$ cat src/rtl/loopseq_pkg.sv
package loopseq_pkg;

    typedef enum logic [2:0] {
        OP_NOP  = 3'd0,
        OP_JMP  = 3'd1,
        OP_JMPC = 3'd2,
        OP_CALL = 3'd3,
        OP_RET  = 3'd4,
        OP_LOOP = 3'd5,
        OP_HALT = 3'd6
    } op_e;

    typedef enum logic [1:0] {
        SQ_IDLE = 2'd0,
        SQ_RUN  = 2'd1,
        SQ_DONE = 2'd2
    } seq_st_e;

endpackage

$ cat src/rtl/loopseq_rom.sv
module loopseq_rom
    import loopseq_pkg::*;
#(
    parameter int ADDR_W = 5,
    parameter int CTRL_W = 8,
    parameter int CNT_W  = 4,
    parameter int SEL_W  = 1
) (
    input  logic [ADDR_W-1:0] addr_i,
    output op_e               op_o,
    output logic [SEL_W-1:0]  sel_o,
    output logic [CNT_W-1:0]  cnt_o,
    output logic [ADDR_W-1:0] tgt_o,
    output logic [CTRL_W-1:0] ctrl_o
);

    typedef struct packed {
        op_e               op;
        logic [SEL_W-1:0]  sel;
        logic [CNT_W-1:0]  cnt;
        logic [ADDR_W-1:0] tgt;
    } word_t;

    function automatic word_t mk(op_e op, int sel, int cnt, int tgt);
        word_t w;
        w.op  = op;
        w.sel = SEL_W'(sel);
        w.cnt = CNT_W'(cnt);
        w.tgt = ADDR_W'(tgt);
        return w;
    endfunction

    // Program listing; unlisted addresses halt.
    function automatic word_t prog(int a);
        case (a)
            0:       return mk(OP_LOOP, 0, 2, 4);
            1:       return mk(OP_LOOP, 0, 1, 3);
            5:       return mk(OP_CALL, 0, 0, 24);
            6:       return mk(OP_JMPC, 0, 0, 9);
            8:       return mk(OP_JMP,  0, 0, 10);
            10:      return mk(OP_JMPC, 1, 0, 12);
            12:      return mk(OP_LOOP, 0, 0, 20);
            13:      return mk(OP_LOOP, 0, 0, 19);
            14:      return mk(OP_LOOP, 0, 0, 18);
            15:      return mk(OP_LOOP, 0, 0, 17);
            16:      return mk(OP_LOOP, 0, 3, 17);
            2, 3, 4, 7, 9, 17, 18, 19, 20, 24:
                     return mk(OP_NOP,  0, 0, 0);
            25:      return mk(OP_RET,  0, 0, 0);
            default: return mk(OP_HALT, 0, 0, 0);
        endcase
    endfunction

    word_t word;

    always_comb begin
        word   = prog(int'(addr_i));
        op_o   = word.op;
        sel_o  = word.sel;
        cnt_o  = word.cnt;
        tgt_o  = word.tgt;
        ctrl_o = CTRL_W'(32'hA0 | 32'(addr_i));
    end

endmodule

$ cat src/rtl/loopseq_stack.sv
module loopseq_stack #(
    parameter int ADDR_W = 5,
    parameter int CNT_W  = 4,
    parameter int DEPTH  = 4,
    localparam int SP_W  = $clog2(DEPTH + 1),
    localparam int IDX_W = $clog2(DEPTH)
) (
    input  logic              clk,
    input  logic              rst_n,
    input  logic              clr_i,
    input  logic              push_i,
    input  logic              push_loop_i,
    input  logic [ADDR_W-1:0] push_start_i,
    input  logic [ADDR_W-1:0] push_end_i,
    input  logic [CNT_W-1:0]  push_cnt_i,
    input  logic              pop_i,
    input  logic              dec_i,
    output logic              top_valid_o,
    output logic              top_loop_o,
    output logic [ADDR_W-1:0] top_start_o,
    output logic [ADDR_W-1:0] top_end_o,
    output logic [CNT_W-1:0]  top_cnt_o,
    output logic              full_o,
    output logic [SP_W-1:0]   sp_o
);

    typedef struct packed {
        logic              loop;
        logic [ADDR_W-1:0] start;
        logic [ADDR_W-1:0] fin;
        logic [CNT_W-1:0]  cnt;
    } entry_t;

    typedef struct packed {
        entry_t [DEPTH-1:0] ent;
        logic [SP_W-1:0]    sp;
    } stk_t;

    stk_t stk_d, stk_q;
    logic [IDX_W-1:0] top_idx;
    logic [IDX_W-1:0] wr_idx;
    logic             empty;

    assign empty   = (stk_q.sp == '0);
    assign full_o  = (stk_q.sp == SP_W'(DEPTH));
    assign top_idx = IDX_W'(stk_q.sp - SP_W'(1));
    assign wr_idx  = IDX_W'(stk_q.sp);

    always_comb begin
        stk_d = stk_q;
        if (clr_i) begin
            stk_d.sp = '0;
        end else if (push_i && !full_o) begin
            stk_d.ent[wr_idx].loop  = push_loop_i;
            stk_d.ent[wr_idx].start = push_start_i;
            stk_d.ent[wr_idx].fin   = push_end_i;
            stk_d.ent[wr_idx].cnt   = push_cnt_i;
            stk_d.sp                = stk_q.sp + SP_W'(1);
        end else if (pop_i && !empty) begin
            stk_d.sp = stk_q.sp - SP_W'(1);
        end else if (dec_i && !empty) begin
            stk_d.ent[top_idx].cnt = stk_q.ent[top_idx].cnt - CNT_W'(1);
        end
    end

    always_ff @(posedge clk or negedge rst_n) begin
        if (!rst_n) stk_q <= '0;
        else        stk_q <= stk_d;
    end

    assign top_valid_o = !empty;
    assign top_loop_o  = stk_q.ent[top_idx].loop;
    assign top_start_o = stk_q.ent[top_idx].start;
    assign top_end_o   = stk_q.ent[top_idx].fin;
    assign top_cnt_o   = stk_q.ent[top_idx].cnt;
    assign sp_o        = stk_q.sp;

endmodule

$ cat src/rtl/loopseq_top.sv
module loopseq_top
    import loopseq_pkg::*;
#(
    parameter int ADDR_W = 5,
    parameter int CTRL_W = 8,
    parameter int CNT_W  = 4,
    parameter int COND_W = 2,
    parameter int DEPTH  = 4
) (
    input  logic              clk,
    input  logic              rst_n,
    input  logic              start_i,
    input  logic [COND_W-1:0] cond_i,
    output logic [CTRL_W-1:0] ctrl_o,
    output logic              busy_o,
    output logic              done_o,
    output logic              err_o
);

    localparam int SEL_W = (COND_W > 1) ? $clog2(COND_W) : 1;
    localparam int SP_W  = $clog2(DEPTH + 1);

    typedef struct packed {
        seq_st_e           st;
        logic [ADDR_W-1:0] pc;
        logic              err;
    } core_t;

    core_t core_d, core_q;

    op_e               w_op;
    logic [SEL_W-1:0]  w_sel;
    logic [CNT_W-1:0]  w_cnt;
    logic [ADDR_W-1:0] w_tgt;
    logic [CTRL_W-1:0] w_ctrl;

    logic              s_clr, s_push, s_push_loop, s_pop, s_dec;
    logic [ADDR_W-1:0] s_push_start, s_push_end;
    logic [CNT_W-1:0]  s_push_cnt;
    logic              t_valid, t_loop, s_full;
    logic [ADDR_W-1:0] t_start, t_end;
    logic [CNT_W-1:0]  t_cnt;
    logic [SP_W-1:0]   stk_sp;

    logic [ADDR_W-1:0] pc_inc;
    logic              at_end;
    logic              running;

    loopseq_rom #(
        .ADDR_W(ADDR_W), .CTRL_W(CTRL_W), .CNT_W(CNT_W), .SEL_W(SEL_W)
    ) rom_i (
        .addr_i(core_q.pc), .op_o(w_op), .sel_o(w_sel), .cnt_o(w_cnt),
        .tgt_o(w_tgt), .ctrl_o(w_ctrl)
    );

    loopseq_stack #(
        .ADDR_W(ADDR_W), .CNT_W(CNT_W), .DEPTH(DEPTH)
    ) stk_i (
        .clk(clk), .rst_n(rst_n), .clr_i(s_clr),
        .push_i(s_push), .push_loop_i(s_push_loop),
        .push_start_i(s_push_start), .push_end_i(s_push_end),
        .push_cnt_i(s_push_cnt), .pop_i(s_pop), .dec_i(s_dec),
        .top_valid_o(t_valid), .top_loop_o(t_loop),
        .top_start_o(t_start), .top_end_o(t_end), .top_cnt_o(t_cnt),
        .full_o(s_full), .sp_o(stk_sp)
    );

    assign running = (core_q.st == SQ_RUN);
    assign pc_inc  = core_q.pc + ADDR_W'(1);
    assign at_end  = t_valid && t_loop && (core_q.pc == t_end);

    always_comb begin
        core_d       = core_q;
        s_clr        = 1'b0;
        s_push       = 1'b0;
        s_push_loop  = 1'b0;
        s_push_start = pc_inc;
        s_push_end   = w_tgt;
        s_push_cnt   = w_cnt;
        s_pop        = 1'b0;
        s_dec        = 1'b0;
        case (core_q.st)
            SQ_RUN: begin
                if (w_op == OP_HALT) begin
                    core_d.st = SQ_DONE;
                end else if (at_end) begin
                    // closing address of innermost loop decides the flow
                    if (t_cnt != '0) begin
                        core_d.pc = t_start;
                        s_dec     = 1'b1;
                    end else begin
                        core_d.pc = pc_inc;
                        s_pop     = 1'b1;
                    end
                end else begin
                    core_d.pc = pc_inc;
                    case (w_op)
                        OP_JMP:  core_d.pc = w_tgt;
                        OP_JMPC: if (cond_i[w_sel]) core_d.pc = w_tgt;
                        OP_CALL: begin
                            if (s_full) begin
                                core_d.err = 1'b1;
                            end else begin
                                s_push    = 1'b1;
                                core_d.pc = w_tgt;
                            end
                        end
                        OP_RET: begin
                            if (t_valid && !t_loop) begin
                                core_d.pc = t_start;
                                s_pop     = 1'b1;
                            end
                        end
                        OP_LOOP: begin
                            if (s_full) core_d.err = 1'b1;
                            else begin
                                s_push      = 1'b1;
                                s_push_loop = 1'b1;
                            end
                        end
                        default: ;
                    endcase
                end
            end
            default: begin
                if (start_i) begin
                    core_d.st = SQ_RUN;
                    core_d.pc = '0;
                    s_clr     = 1'b1;
                end
            end
        endcase
    end

    always_ff @(posedge clk or negedge rst_n) begin
        if (!rst_n) core_q <= '{st: SQ_IDLE, pc: '0, err: 1'b0};
        else        core_q <= core_d;
    end

    assign ctrl_o = running ? w_ctrl : '0;
    assign busy_o = running;
    assign done_o = (core_q.st == SQ_DONE);
    assign err_o  = core_q.err;

endmodule

$ cat config.mk
export PLATFORM = sky130hd
export DESIGN_NAME = loopseq_top
export DESIGN_NICKNAME = d
export VERILOG_FILES = /design/src/rtl/loopseq_pkg.sv /design/src/rtl/loopseq_rom.sv /design/src/rtl/loopseq_stack.sv /design/src/rtl/loopseq_top.sv
export SDC_FILE = /design/constraint.sdc
export NUM_CORES = 1
export LEC_CHECK = 0
export CAP_MARGIN = 20
export CELL_PAD_IN_SITES_DETAIL_PLACEMENT = 0
export CELL_PAD_IN_SITES_GLOBAL_PLACEMENT = 1
export CORE_ASPECT_RATIO = 1.1
export CORE_MARGIN = 2
export CORE_UTILIZATION = 48
export CTS_CLUSTER_DIAMETER = 40
export DETAILED_ROUTE_END_ITERATION = 7
export GPL_TIMING_DRIVEN = 0
export PLACE_DENSITY = 0.87
export SLEW_MARGIN = 30
export SYNTH_ARGS = -nofsm -noshare
export SYNTH_HDL_FRONTEND = slang
export SYNTH_SLANG_ARGS = --single-unit
export TNS_END_PERCENT = 30
$ cat constraint.sdc
create_clock -name clk -period 5.2 [get_ports clk]
set_input_delay 0.78 -clock clk [delete_from_list [all_inputs] [get_ports clk]]
set_output_delay 0.78 -clock clk [all_outputs]
set_load 0.005 [all_outputs]
* Word level (Yosys, flattened, before mapping)
Memories as Yosys holds them, arrays and structs flattened.
Index checks and enable logic that the tools add are counted.
** Operators by class
- $add $sub $neg :: 4
- $lt $le $gt $ge :: 5
- Eq/ne operators :: 13
- Muxes and demuxes :: 59
- Bitwise operators :: 3
- Reduce and logical (&&, ||, !) cells :: 21
** Operators with widths (count)
- $bwmux 60 :: 5
- $demux 15 s2 :: 5
- $mux 60 :: 2
- $mux 63 :: 1
- $bmux 15 s2 :: 1
- $mux 15 :: 2
- $mux 1 :: 26
- $mux 5 :: 5
- $pmux 5 s4 :: 1
- $mux 14 :: 1
- $mux 7 :: 2
- $eq 3x3->1 const B :: 4
- $mux 9 :: 1
- $logic_and 1x1->1 :: 8
- $mux 4 :: 2
- $mux 8 :: 1
- $eq 3x2->1 const B :: 2
- $lt 2x3->1 const B :: 2
- $mux 3 :: 2
- $mux 6 :: 1
- $add 5x1->5 const B :: 1
- $eq 5x5->1 :: 1
- $reduce_and 5->1 :: 1
- $ge 2x1->1 const B :: 2
- 19 further kinds :: 26
** Word-level totals
- Register bits :: 71
- Memory bits (read-only) :: 352
- Input port bits :: 5
- Output and inout bits :: 11
- Logic and storage cells :: 126
- Memories :: 1
** Memory list
- (no name shown) :: depth 32, bits a word 11, rd ports 1, clocked after memory_dff 0, wr ports 0, line loopseq_rom.sv:35 : case (a)

* Longest topological paths before layout
- Depth after elaboration :: 14
- Gate-level depth with buffers :: 15
- Mapped depth without buffers :: 11

* Hierarchy
Synthesis repeated with hierarchy kept, for this count alone.
** Unflattened totals
- Cell total of the unflattened synthesis :: 438
- Area, all modules :: 4647.0 sq um
** Modules (own cells, without submodules)
- loopseq_stack :: times used 1, cells each 271, area an instance 3360.7 sq um, seq. area each 1576.5 sq um
- loopseq_top :: times used 1, cells each 98, area an instance 818.3 sq um, seq. area each 200.2 sq um
- loopseq_rom :: times used 1, cells each 69, area an instance 467.9 sq um, seq. area each 0.0 sq um

* Worst setup path after synthesis
Ideal clock, no wire load.
- Path kind :: flip-flop to flip-flop
- From :: register stk_i.stk_q, in the netlist stk_i.sp_o[0]
- To :: register stk_i.stk_q[19] (netlist bit)
- Library setup time :: 126 ps
- Data arrival time :: 3565 ps
- Required time :: 5074 ps
- Path slack :: 1509 ps
- Cell stages (with the launch flop) :: 15
- Path buffers :: 5
- Period minus slack after synthesis :: 3691 ps
- Cells stage by stage :: dfrtp_1 -> buf_6 -> buf_2 -> inv_1 -> ha_1 -> buf_2 -> mux4_2 -> xnor2_1 -> or4_4 -> o31a_1 -> buf_6 -> and2_4 -> buf_6 -> and3_4 -> a221o_1
** On the way
- Word-level cells in the longest chain between the ends :: 13
- Elaborated cells between the ends (all ways) :: 56
- Those cells by class :: add/sub: 2; order compare: 4; eq/ne: 3; mux: 32; reduce/logical: 15
** Ends and longest elaborated chain
- from (decl) :: line loopseq_stack.sv:39 : stk_t stk_d, stk_q;
- from (signal assigned) :: line loopseq_stack.sv:68 : else stk_q <= stk_d;
- $sub 3x1->3 :: line loopseq_stack.sv:46 : assign top_idx = IDX_W'(stk_q.sp - SP_W'(1));
- $bmux 15 s2
- $mux 15 (implied by the code) :: line loopseq_stack.sv:62, loopseq_stack.sv:75
- $logic_not 1->1 :: line loopseq_top.sv:109 : if (t_valid && !t_loop) begin
- $logic_and 1x1->1 :: line loopseq_top.sv:109
- $mux 1 :: line loopseq_top.sv:109
- $mux 1 :: line loopseq_top.sv:97 : case (w_op)
- $mux 1 :: line loopseq_top.sv:86 : end else if (at_end) begin
- $mux 1 :: line loopseq_top.sv:84 : if (w_op == OP_HALT) begin
- $mux 1 :: line loopseq_top.sv:82 : case (core_q.st)
- $logic_and 1x1->1 :: line loopseq_stack.sv:59 : end else if (pop_i && !empty) begin
- $ne 2x1->1 (no line)
- $reduce_and 3->1 (no line)
Parallel ways exist; a longest one is shown, timed or not. The select of a mux whose other input is x is not followed.
A chain may end at the register's enable or synchronous reset.

* Worst setup path after layout
Ends and elaborated chain as after synthesis.

==> flow_metrics.tcl <==
set metrics [dict create \
    status "finished, final reports clean" \
    synth_fa_ha_area_share_pct 5.96 \
    ant_nets 0 \
    synth-xor-area-share_pct 1.39 \
    die_area_um2 9970 \
    clock_sinks 71 \
    worstPathArrival_ps 5000 \
    ys_seq_area_share_pct 40.3 \
    tightestPinTransition_ps 1060 \
    critPathRequiredTime_ps 5490 \
    cp_slowest_stage_delay_ps 570 \
    syn-num-nets 441 \
    hp-class "in2async" \
    cts_tree "done" \
    synth_top_flop_cell "dfrtp_1" \
    overflow 0 \
    detailedRoute.firstIterationViolations 345 \
    finalSetupTns_ps 0 \
    die_y_um 105 \
    r2r_slack_ps 490 \
    initial_core_util_pct 49.4 \
    cts_buffers 9 \
    ios 16 \
    htree_levels 3 \
    post-route-util_pct 55.3 \
    leakagePower_nw 2.20 \
    wl_mm 10.7 \
    crit_chain "buf_6 > buf_2 > inv_1 > ha_1 > buf_2 > buf_1 > mux4_2 > inv_1 > ha_1 > nor3b_2 > nor2_1 > and3_1 > a21oi_1 > a221o_1" \
    die_x_um 95.4 \
    synthArstFlopShare_pct 100 \
    yosys.cell_types.count 62 \
    synth-simple-area-share_pct 14.2 \
    fin_crit_ps 4710 \
    synth_common_cells "dfrtp_1 (71), o21ai_0 (34), nand2_1 (33)" \
    syn_area_um2 4410 \
    holdBufCountCts 0 \
    path_max_fanout 10 \
    cts_setup_buffers 0 \
    rsz0062_at_grt "no" \
    final_cells 559 \
    hpwl_mm 8.06 \
    fmax_mhz 212 \
    area_growth_pct 11.8 \
    clock-root-buffer "clkbuf_8" \
    clkTransAtPathRegs_ps 80 \
    p_per_area_nw_per_um2 730 \
    syn_area_per_cell_um2 10.6 \
    post_drt_wl_per_cell_um 19.2 \
    cp_top_family "buffers and inverters" \
    finalPower_mw 3.60 \
    grt_pass1_wl_mm 17.9 \
    ys_top_cells_by_area "dfrtp_1 (40%), mux2_2 (8.2%), mux4_2 (7.2%)" \
    synthMuxAreaShare_pct 18.0 \
    layout-drive-gt1-share_pct 18.9 \
    cts_resized 0 \
    core_area_um2 8920 \
    synth_seq_cells 71 \
    synth_top_cell_by_area "dfrtp_1" \
    synth_edf_count 0 \
    vias_per_cell 6.08 \
    drv_cap 0 \
    nets 467 \
    grt_usage_pct 23.3 \
    synth_top_area_share_pct 40.3 \
    peakVddDrop_mv 0.223 \
    clock_skew_ps 9.45 \
    insertion_delay_ps 350 \
    io_buffers 14 \
    antenna_found_initial 0 \
    critPathBufInv 6 \
    slew_headroom_pct 28.8 \
    hold-worst-slack_ps 326 \
    diodes 0 \
    drc 0 \
    clock_path_buffers 2 \
    slew_violations 0 \
    syn_inst 415 \
    place_inst 544 \
    vias 3397 \
    period_share_pct 90.6 \
    grt_max_degree 49 \
    start_kind "register" \
    rows 36 \
    yosysWarnings 0 \
    synth_top_family_by_area "multiplexers" \
    setup_violations 0 \
    slowest_stage "nor3b_2" \
    drt_first_pass_iters 6 \
    grt_pass1_vias 3518 \
    gp_congestion 0.924 \
    end_kind "register" \
    hold_viol_final 0 \
    yosysMostFrequentCell "dfrtp_1" \
    synth-compound-area-share_pct 15.6 \
    worstSetupPathType "reg2reg" \
]
[through the flow]
step | instance area [µm²] | setup WS (ps)
finish | 4930 | 489
global route | 4930 | 98.6
CTS | 4930 | 498
detailed placement | 4720 | 521
global placement | 4690 | 584
floorplan | 4410 | 1510
[layer usage]
layer | share of wire [%] | routed length [µm] | global-route usage (%)
met1 | 44 | 4680 | 31.8
met2 | 50 | 5400 | 38.0
met3 | 4.6 | 489 | 3.41
met4 | 1.5 | 165 | 7.45
met5 | 0 | 0 | 0
[cell usage in the layout, fill, tap and decap left out, types with 3 or more instances in the layout]
master and instances:
dfrtp_1 71, o21ai_0 34, nand2_1 33, mux2_2 32
ha_1 21, inv_1 18, nor2_1 18, nand3_1 18
mux4_2 14, clkdlybuf4s50_1 13, mux2i_1 12, a21oi_1 11
a22o_1 11, clkbuf_1 9, clkbuf_8 9, nand2b_1 7
buf_2 6, a221oi_1 6, and2_1 5, xnor2_1 5
nor3_1 5, a211oi_1 4, or4_1 4, o221ai_1 4
buf_4 4, buf_6 3, a31oi_1 3, nor2b_1 3
a211o_1 3, o21a_1 3, nor4_1 3, and3_1 3
a221o_1 3, o31ai_1 3
[layout make-up]
cell class | count | area (µm²)
buffer | 22 | 124
clock buffer | 10 | 128
clock inverter | 5 | 83.8
fill | 780 | 3990
inverter | 18 | 67.6
multi-input combinational | 304 | 2440
sequential | 71 | 1780
tap | 114 | 143
timing repair buffer | 15 | 165
[worst register-to-register path, delay by kind of cell, from the launching register on]
kind / cells / cell delay, ps
buffers and inverters: 6 / 1660
and+or+nand+nor: 3 / 1140
AOI/OAI and AO/OA: 2 / 460
muxes: 1 / 430
adders and majority gates: 2 / 510
DFF: 1 / 440
[kinds of logic after synthesis]
logic type / count (synthesis)
AOI/OAI and AO/OA: 99
buffers and inverters: 40
DFF: 71
adders and majority gates: 21
other: 1
and+or+nand+nor: 118
muxes: 58
xor gates and xnor gates: 7
[state kept, by name, summed over array words and instances (netlist names)]
name,flops
stk_i.stk_q,60
stk_i.sp_o,3
err_o,1
core_q,7
[power by group]
part,switching (mW),leakage [nW],internal [mW],total [mW]
clock network,0.216,0.0986,0.268,0.484
registers,0.132,0.932,0.758,0.889
logic,1.27,1.17,0.951,2.22
[final timing paths]
kind | from | endpoint | cells past startpoint
worst max-delay path | stk_i.sp_o[0]$_DFFE_PN0P_ | stk_i.stk_q[19]$_DFFE_PN0P_ | 14
worst min-delay path | rst_n | stk_i.stk_q[61]$_DFFE_PN0P_ | 1
worst max register to register | stk_i.sp_o[0]$_DFFE_PN0P_ | stk_i.stk_q[19]$_DFFE_PN0P_ | 14
worst min register to register | err_o$_DFFE_PN0P_ | err_o$_DFFE_PN0P_ | 1
max in group asynchronous | rst_n | core_q[1]$_DFFE_PN0P_ | 2
min in group clk | err_o$_DFFE_PN0P_ | err_o$_DFFE_PN0P_ | 1
No activity file was read; power rests on OpenSTA's default activity.
